**config.mk**
```make
export PLATFORM = sky130hd
export DESIGN_NAME = dir_interlock
export DESIGN_NICKNAME = d
export VERILOG_FILES = /design/src/rtl/dir_interlock_pkg.sv /design/src/rtl/dir_interlock_ctrl.sv /design/src/rtl/dir_interlock_dp.sv /design/src/rtl/dir_interlock.sv
export SDC_FILE = /design/constraint.sdc
export NUM_CORES = 1
export LEC_CHECK = 0
export BUFFER_PORTS_ARGS = -buffer_cell sky130_fd_sc_hd__buf_4
export CELL_PAD_IN_SITES_DETAIL_PLACEMENT = 0
export CELL_PAD_IN_SITES_GLOBAL_PLACEMENT = 2
export CORE_AREA = 2 2 39 41
export DETAILED_ROUTE_END_ITERATION = 8
export DIE_AREA = 0 0 41 43
export HOLD_SLACK_MARGIN = 0.06
export PLACE_DENSITY_LB_ADDON = 0.25
export SYNTH_ARGS = -nofsm -noshare
export SYNTH_HDL_FRONTEND = slang
export SYNTH_SLANG_ARGS = --single-unit
```
**constraint.sdc**
```tcl
create_clock -name clk -period 1 [get_ports clk]
set_input_delay 0.05 -clock clk [delete_from_list [all_inputs] [get_ports clk]]
set_output_delay 0.05 -clock clk [all_outputs]
set_load 0.01 [all_outputs]
```
**src/rtl/dir_interlock_pkg.sv**
```systemverilog
package dir_interlock_pkg;

  // Strobes passed from the control section to the datapath.
  typedef struct packed {
    logic dirSync;   // request after synchronization
    logic dirEdge;   // synchronized request changed this cycle
    logic latchEn;   // hold stage may follow its input
    logic shiftEn;   // shift chain advances
    logic loadAll;   // reset: every stage loads dirSync
  } dirStrb_t;

endpackage

```
**src/rtl/dir_interlock_ctrl.sv**
```systemverilog
module dir_interlock_ctrl
  import dir_interlock_pkg::*;
#(
  parameter int SYNC_DEPTH = 2
) (
  input  logic     clk,
  input  logic     rst,
  input  logic     dirReq,
  input  logic     speedLow,
  input  logic     pwmTick,
  output dirStrb_t strb
);

  localparam int SYNC_LAST = SYNC_DEPTH - 1;

  logic [SYNC_DEPTH-1:0] syncQ;
  logic                  dirPrev;
  logic                  dirSync;

  // Synchronizer chain; not reset, so it keeps tracking during reset.
  generate
    if (SYNC_DEPTH == 1) begin : g_sync1
      always_ff @(posedge clk) syncQ <= dirReq;
    end else begin : g_syncN
      always_ff @(posedge clk) syncQ <= {syncQ[SYNC_DEPTH-2:0], dirReq};
    end
  endgenerate

  assign dirSync = syncQ[SYNC_LAST];

  // Previous synchronized value, used for edge detection.
  always_ff @(posedge clk) begin
    dirPrev <= dirSync;
  end

  always_comb begin
    strb.dirSync = dirSync;
    strb.dirEdge = !rst && (dirSync != dirPrev);
    strb.latchEn = speedLow;
    strb.shiftEn = pwmTick;
    strb.loadAll = rst;
  end

  // an edge is always reported; the latch enable plays no part in it.
  a_r6_edge_any_speed: assert property (@(posedge clk) disable iff (rst)
    (dirSync != dirPrev) |-> strb.dirEdge);

endmodule

```
**src/rtl/dir_interlock_dp.sv**
```systemverilog
module dir_interlock_dp
  import dir_interlock_pkg::*;
#(
  parameter int SHIFT_DEPTH = 2
) (
  input  logic     clk,
  input  dirStrb_t strb,
  output logic     dirOut,
  output logic     inhibit,
  output logic     tachPulse
);

  localparam int SHIFT_LAST = SHIFT_DEPTH - 1;

  logic                   latchQ;
  logic [SHIFT_DEPTH-1:0] shiftQ;
  logic                   latchMismatch;
  logic                   shiftMismatch;
  logic                   inhibitQ;
  logic                   tachQ;

  // Speed-gated hold stage.
  always_ff @(posedge clk) begin
    if (strb.loadAll || strb.latchEn) begin
      latchQ <= strb.dirSync;
    end
  end

  // Shift chain, advanced by the PWM strobe.
  generate
    if (SHIFT_DEPTH == 1) begin : g_shift1
      always_ff @(posedge clk) begin
        if (strb.loadAll)      shiftQ <= strb.dirSync;
        else if (strb.shiftEn) shiftQ <= latchQ;
      end
    end else begin : g_shiftN
      always_ff @(posedge clk) begin
        if (strb.loadAll)      shiftQ <= {SHIFT_DEPTH{strb.dirSync}};
        else if (strb.shiftEn) shiftQ <= {shiftQ[SHIFT_DEPTH-2:0], latchQ};
      end
    end
  endgenerate

  assign latchMismatch = strb.dirSync ^ latchQ;
  assign shiftMismatch = latchQ ^ shiftQ[SHIFT_LAST];

  always_ff @(posedge clk) begin
    if (strb.loadAll) begin
      inhibitQ <= 1'b0;
      tachQ    <= 1'b0;
    end else begin
      inhibitQ <= latchMismatch | shiftMismatch;
      tachQ    <= strb.dirEdge;
    end
  end

  assign dirOut    = shiftQ[SHIFT_LAST];
  assign inhibit   = inhibitQ;
  assign tachPulse = tachQ;

  a_r1_reset_quiet: assert property (@(posedge clk)
    strb.loadAll |=> (!inhibit && !tachPulse));

  a_r3_latch_hold: assert property (@(posedge clk) disable iff (strb.loadAll)
    !strb.latchEn |=> $stable(latchQ));

  a_r4_out_on_tick: assert property (@(posedge clk) disable iff (strb.loadAll)
    !strb.shiftEn |=> $stable(dirOut));

  a_r5_blank_on_mismatch: assert property (@(posedge clk) disable iff (strb.loadAll)
    (latchQ != dirOut) |=> inhibit);

  a_r6_tach_follows_edge: assert property (@(posedge clk) disable iff (strb.loadAll)
    strb.dirEdge |=> tachPulse);

endmodule

```
**src/rtl/dir_interlock.sv**
```systemverilog
module dir_interlock
  import dir_interlock_pkg::*;
#(
  parameter int SYNC_DEPTH  = 2,
  parameter int SHIFT_DEPTH = 2
) (
  input  logic clk,
  input  logic rst,
  input  logic dirReq,
  input  logic speedLow,
  input  logic pwmTick,
  output logic dirOut,
  output logic inhibit,
  output logic tachPulse
);

  dirStrb_t strb;

  dir_interlock_ctrl #(.SYNC_DEPTH(SYNC_DEPTH)) i_ctrl (
    .clk      (clk),
    .rst      (rst),
    .dirReq   (dirReq),
    .speedLow (speedLow),
    .pwmTick  (pwmTick),
    .strb     (strb)
  );

  dir_interlock_dp #(.SHIFT_DEPTH(SHIFT_DEPTH)) i_dp (
    .clk       (clk),
    .strb      (strb),
    .dirOut    (dirOut),
    .inhibit   (inhibit),
    .tachPulse (tachPulse)
  );

endmodule

```
==> results of run 1 <==
[what timing repair did]
item / in CTS / in global routing
endpoints found under the hold margin: 3 / 0
hold buffers: 2 / 0
setup endpoints to repair: 0 / 3
[per-stage QoR]
step	hold slack, ns	area (um^2)	std cells	utilization, %	setup WS [ns]
floorplan	0.07772	257.7	20	-	0.1710
global placement	0.1558	330.3	43	23.87	0.2172
detailed placement	0.1562	330.3	43	23.87	0.1767
CTS	0.06869	376.6	49	27.22	0.005262
global route	0.07613	369.1	48	26.67	0.007085
finish	0.07282	369.1	48	26.67	0.03673
[power by group]
part	internal [mW]	switching [mW]
Clock	0.153	0.111
Sequential	0.366	0.0128
Combinational	0.0374	0.0249
[synth_stat cells]
library cell  number
and3_1             1
dfxtp_1            5
edfxtp_1           3
inv_1              2
nand2_1            1
nor2_1             1
nor3_1             1
nor3_2             1
o21ai_0            2
or2_1              1
or2_2              1
xnor2_1            1
[routing by layer]
metal / vias to the layer above / part of all wire (%)
met5: - / 0
met4: 0 / 1.8
met3: 2 / 9.0
met2: 6 / 58
met1: 78 / 31
li1: 89 / -
[layout make-up]
cell class                      count  area [um^2]  area share, %
Timing Repair Buffer                8        65.06          17.63
Clock buffer                        4        26.28          7.119
Tap cell                           16        20.02          5.424
Sequential cell                     8        190.2          51.53
Multi-Input combinational cell     10        60.06          16.27
Inverter                            2        7.507          2.034
[worst reg2reg max path: stages (launching register included)]
cell	delay, ns
edfxtp_1	0.41
and3_1	0.21
nor3_2	0.14
[registers in the layout (all words and copies together), names as in the netlist]
name / cells
i_ctrl.dirPrev: 1
i_ctrl.syncQ: 2
i_dp.inhibit: 1
i_dp.latchQ: 1
i_dp.shiftQ: 2
i_dp.tachPulse: 1
[logic make-up after synthesis]
group	Yosys count
AO/OA/AOI/OAI	2
XOR/XNOR	1
buffers and inverters	2
flip-flops	8
AND/OR/NAND/NOR	7
[worst max path at each step]
stage | to | from | cells past startpoint
2_1_floorplan | i_dp.inhibit$_SDFF_PP0_ | i_dp.shiftQ[1]$_DFFE_PP_ | 2
3_3_place_gp | i_dp.inhibit$_SDFF_PP0_ | i_dp.latchQ$_DFFE_PP_ | 2
3_5_place_dp | i_dp.inhibit$_SDFF_PP0_ | i_dp.shiftQ[1]$_DFFE_PP_ | 2
4_1_cts | i_dp.shiftQ[0]$_DFFE_PP_ | rst | 3
5_1_grt | i_dp.latchQ$_DFFE_PP_ | rst | 2
6_report | i_dp.shiftQ[0]$_DFFE_PP_ | rst | 2
==> results.cfg, run 1 <==
[routing]
antenna_left = 0
dr.pass1.iters = 2
finalWirelength_um = 445
wl_per_cell_um = 9.271
viasPerCell = 3.646
drt-initial-drc-count = 3
vias = 175
route.detailed.drc = 0

[global_route]
met3_usage_pct = 7.853
grt_max_degree = 8
gr-usage-met2_pct = 10.00
busiest_layer = met2
grt_pass1_wl_um = 683
met1_usage_pct = 4.934
grt.overflow.total = 0
antenna_found_initial = 0
grt_util_all_layers_pct = 7.482
grt_pass1_vias = 153

[power_and_ir_drop]
total_power_mw = 0.7047
leakage_nw = 0.1581
cellPowerDensity_nw_per_um2 = 1909
ir_drop_v = 0.0007001

[synthesis]
yosysSeqAreaShare_pct = 73.79
synth_area_leaders = dfxtp_1 39%, edfxtp_1 35%, nor3_2 3.9%
synth-simple-area-share_pct = 16.02
synth_nets = 25
synth_xor_area_share_pct = 3.398
synth_top_area_share_pct = 38.83
synth_compound_area_share_pct = 3.883
synthMuxAreaShare_pct = 0
ys_ff_latch = 8
synthAdderAreaFrac_pct = 0
ys_types = 12
syn_area_um2 = 257.7
ys_warn_count = 0
synth_top_family_by_area = simple AND/OR/NAND/NOR gates
syn_area_per_cell_um2 = 12.89
synth_area_leader_cell = dfxtp_1
synth_cells = 20

[clock_tree]
clock-root-buffer = clkbuf_4
clk_latency_ns = 0.26
cts_tree = built
clock_path_buffers = 2
cts_resized = 0
cts_made_buffers = 3
clock_sinks = 8
clk_pin_slew_ns = 0.06
post_cts_buffers = 0
htree_levels = 1

[final_layout]
drive_above_1_share_pct = 34.38
nFillCells = 166
mostFrequentLayoutCells = 6 x buf_4, 5 x dfxtp_1, 3 x clkbuf_4, 3 x edfxtp_1
final_common_cell = buf_4
syn_to_final_growth_pct = 43.20
diodes = 0
final_nets = 38

[run]
drv_cap = 0

[sta]
finalCritPeriodShare_pct = 96.33
fmax_mhz = 1038
drv_slew = 0
clock_skew_ns = 0.01689
tightest_slew_ns = 0.2299
rsz0062_at_grt = no
hold_viol_final = 0
setup_tns_ns = 0
setup-violations-final = 0
slew_headroom_pct = 84.63
period_needed_ns = 0.9633

[worst_setup_path]
cpPeakStageDelay_ns = 0.63
critPathLaunchType = input pin
path_buf_inv = 1
reg2reg_from = i_dp.shiftQ[1]$_DFFE_PP_
cp_slowest_cell = dlygate4sd3_1
end_kind = register
r2r_end = i_dp.inhibit$_SDFF_PP0_
path_delay_family = buffers and inverters
r2r_setup_slack_ns = 0.18
reg2regPathDepth = 2
cp.required_ns = 1.02
cp.arrival_ns = 0.98
criticalPathCategory = input pin to register
path_cells = dlygate4sd3_1 -> or2_1
critPathMaxFanout = 7

[hold_path]
min_to = i_dp.latchQ$_DFFE_PP_
hp-start = speedLow
hold_path_depth = 2
hold_class = input pin to register

[place]
io_buffers = 7
gp_congestion = 0.6013

[die]
die_area_um2 = 1763
start_util_pct = 18.63
pin_count = 8
coreArea_um2 = 1384
die_y_um = 43
rows = 14
fp.dieW_um = 41

[run_status]
outcome = completed
No activity file was read; power rests on OpenSTA's default activity.
==> inputs of run 2 (changes only) <==
--- a/config.mk
+++ b/config.mk
@@ -5,6 +5,7 @@
 export SDC_FILE = /design/constraint.sdc
 export NUM_CORES = 1
 export LEC_CHECK = 0
+export ABC_AREA = 1
 export BUFFER_PORTS_ARGS = -buffer_cell sky130_fd_sc_hd__buf_4
 export CELL_PAD_IN_SITES_DETAIL_PLACEMENT = 0
 export CELL_PAD_IN_SITES_GLOBAL_PLACEMENT = 2
==> results.cfg, run 2 <==
[clock_tree]
clock_sinks = 8
clock-root-buffer = clkbuf_4
clk_latency_ns = 0.26
cts_tree = built
post_cts_buffers = 0
clk_pin_slew_ns = 0.06
clock_path_buffers = 2
htree_levels = 1
cts_made_buffers = 3

[worst_setup_path]
path_buf_inv = 1
reg2reg_from = i_dp.latchQ$_DFFE_PP_
cpPeakStageDelay_ns = 0.41
criticalPathCategory = register to output pin
critPathLaunchType = register
cp-startpoint = i_dp.shiftQ[1]$_DFFE_PP_
cp_slowest_cell = edfxtp_1
cp.arrival_ns = 0.84
critPathMaxFanout = 3
end_kind = output pin
path_cells = buf_4
cp.required_ns = 0.95
path_delay_family = flip-flops

[routing]
finalWirelength_um = 425
wl_per_cell_um = 7.589
vias = 204
route.detailed.drc = 0
drt-initial-drc-count = 4
dr.pass1.iters = 2
viasPerCell = 3.643
antenna_left = 0

[run_status]
outcome = completed

[sta]
setup-violations-final = 0
holdWs_ns = 0.07182
clock_skew_ns = 0.003607
finalCritPeriodShare_pct = 88.55
tightest_slew_ns = 0.2277
hold_viol_final = 0
slew_headroom_pct = 84.80
rsz0062_at_grt = no
setup_tns_ns = 0
fmax_mhz = 1129
period_needed_ns = 0.8855
drv_slew = 0

[global_route]
grt.overflow.total = 0
antenna_found_initial = 0
grt_util_all_layers_pct = 5.746
grt_pass1_vias = 158
grt_max_degree = 8
grt_pass1_wl_um = 621

[die]
pin_count = 8
coreArea_um2 = 1384
fp.dieW_um = 41
start_util_pct = 19.62
rows = 14
die_y_um = 43
die_area_um2 = 1763

[synthesis]
synth_edf_count = 3
ys_async_sr_fraction_pct = 0
ys_ff_latch = 8
synth_nets = 33
syn_area_um2 = 271.5
synthTopCellsByCount = 11 x nand2_1, 5 x dfxtp_1, 3 x edfxtp_1, 3 x nor2_1
yosysSeqAreaShare_pct = 70.05
syn_area_per_cell_um2 = 9.697
synthMostInstantiatedCell = nand2_1
synth_top_area_share_pct = 36.87
ys_warn_count = 0
ys.flop_type = dfxtp_1
ys_types = 8
synth_area_leader_cell = dfxtp_1
synth_area_leaders = dfxtp_1 37%, edfxtp_1 33%, nand2_1 15%
synth_cells = 28

[power_and_ir_drop]
leakage_nw = 0.1831
ir_drop_v = 0.0007742
cellPowerDensity_nw_per_um2 = 1883

[final_layout]
syn_to_final_growth_pct = 40.09
final_common_cell = nand2_1
fin_util_pct = 27.49
final_nets = 46
reg.largest.list = i_ctrl.syncQ: 2 flops, i_dp.shiftQ: 2 flops
drive_above_1_share_pct = 30.00
diodes = 0
mostFrequentLayoutCells = 11 x nand2_1, 7 x buf_4, 5 x dfxtp_1

[run]
drv_cap = 0

[place]
dp_hpwl_um = 317.6
io_buffers = 7
gp_congestion = 0.6354

[hold_path]
hp-start = speedLow
hold_class = input pin to register
run 2: changes by cell type in the layout (fill, tap and decap cells not counted), moves of 2 or more:
cell     before  now
inv_2         0    2
nand2_1       1   11
nor2_1        1    3
o21ai_0       2    0
run 2: path summary, 6_finish.rpt:
kind | endpoint | slack, ns | cells past startpoint
min reg2reg | i_ctrl.syncQ[1]$_DFF_P_ | 0.33 | 0
min | i_dp.latchQ$_DFFE_PP_ | 0.07 | 2
max | dirOut | 0.11 | 1
max reg2reg | i_dp.shiftQ[0]$_DFFE_PP_ | 0.23 | 2
run 2: kinds of logic (layout without fill, tap and decap cells):
kind of cell           after synthesis  after routing  share of synthesized area [%]
buffers and inverters                3             15                          4.147
DFF                                  8              8                          70.05
and+or+nand+nor                     17             17                          25.80
run 2: report_power, final:
group	switching [mW]	total, mW	internal [mW]	leakage, nW
registers	0.0129	0.379	0.366	0.0731
clock network	0.118	0.271	0.153	0.0150
logic	0.0293	0.0668	0.0376	0.0950
run 2: final cells by class:
| type | instances | area (um^2) |
|---|---|---|
| clock buffers | 4 | 26.28 |
| flip-flops and latches | 8 | 190.2 |
| repair buffers | 8 | 62.56 |
| multi-input cells | 17 | 70.07 |
| inverters | 3 | 11.26 |
| well taps | 16 | 20.02 |
| fillers | 152 | 1003 |
run 2: layer usage:
metal | GRT usage [%] | routed length [um] | vias to the layer above
met5 | 0 | 0 | -
met4 | 6.000 | 17 | 0
met3 | 3.141 | 51 | 2
met2 | 6.250 | 157 | 10
met1 | 7.166 | 198 | 82
li1 | - | - | 110
run 2: repair_timing:
item	CTS	global route
resized for setup	0	0
endpoints found under the hold margin	1	0
hold buffers	1	0
run 2: per-stage QoR:
stage	worst slack, ns	power [mW]	instance area (um^2)	instances
floorplan	0.2612	0.4140	271.5	28
global placement	0.2116	0.4526	344.1	51
detailed placement	0.2247	0.4517	344.1	51
CTS	0.09884	0.7256	380.4	56
global route	0.07760	0.7500	380.4	56
finish	0.1145	0.7164	380.4	56
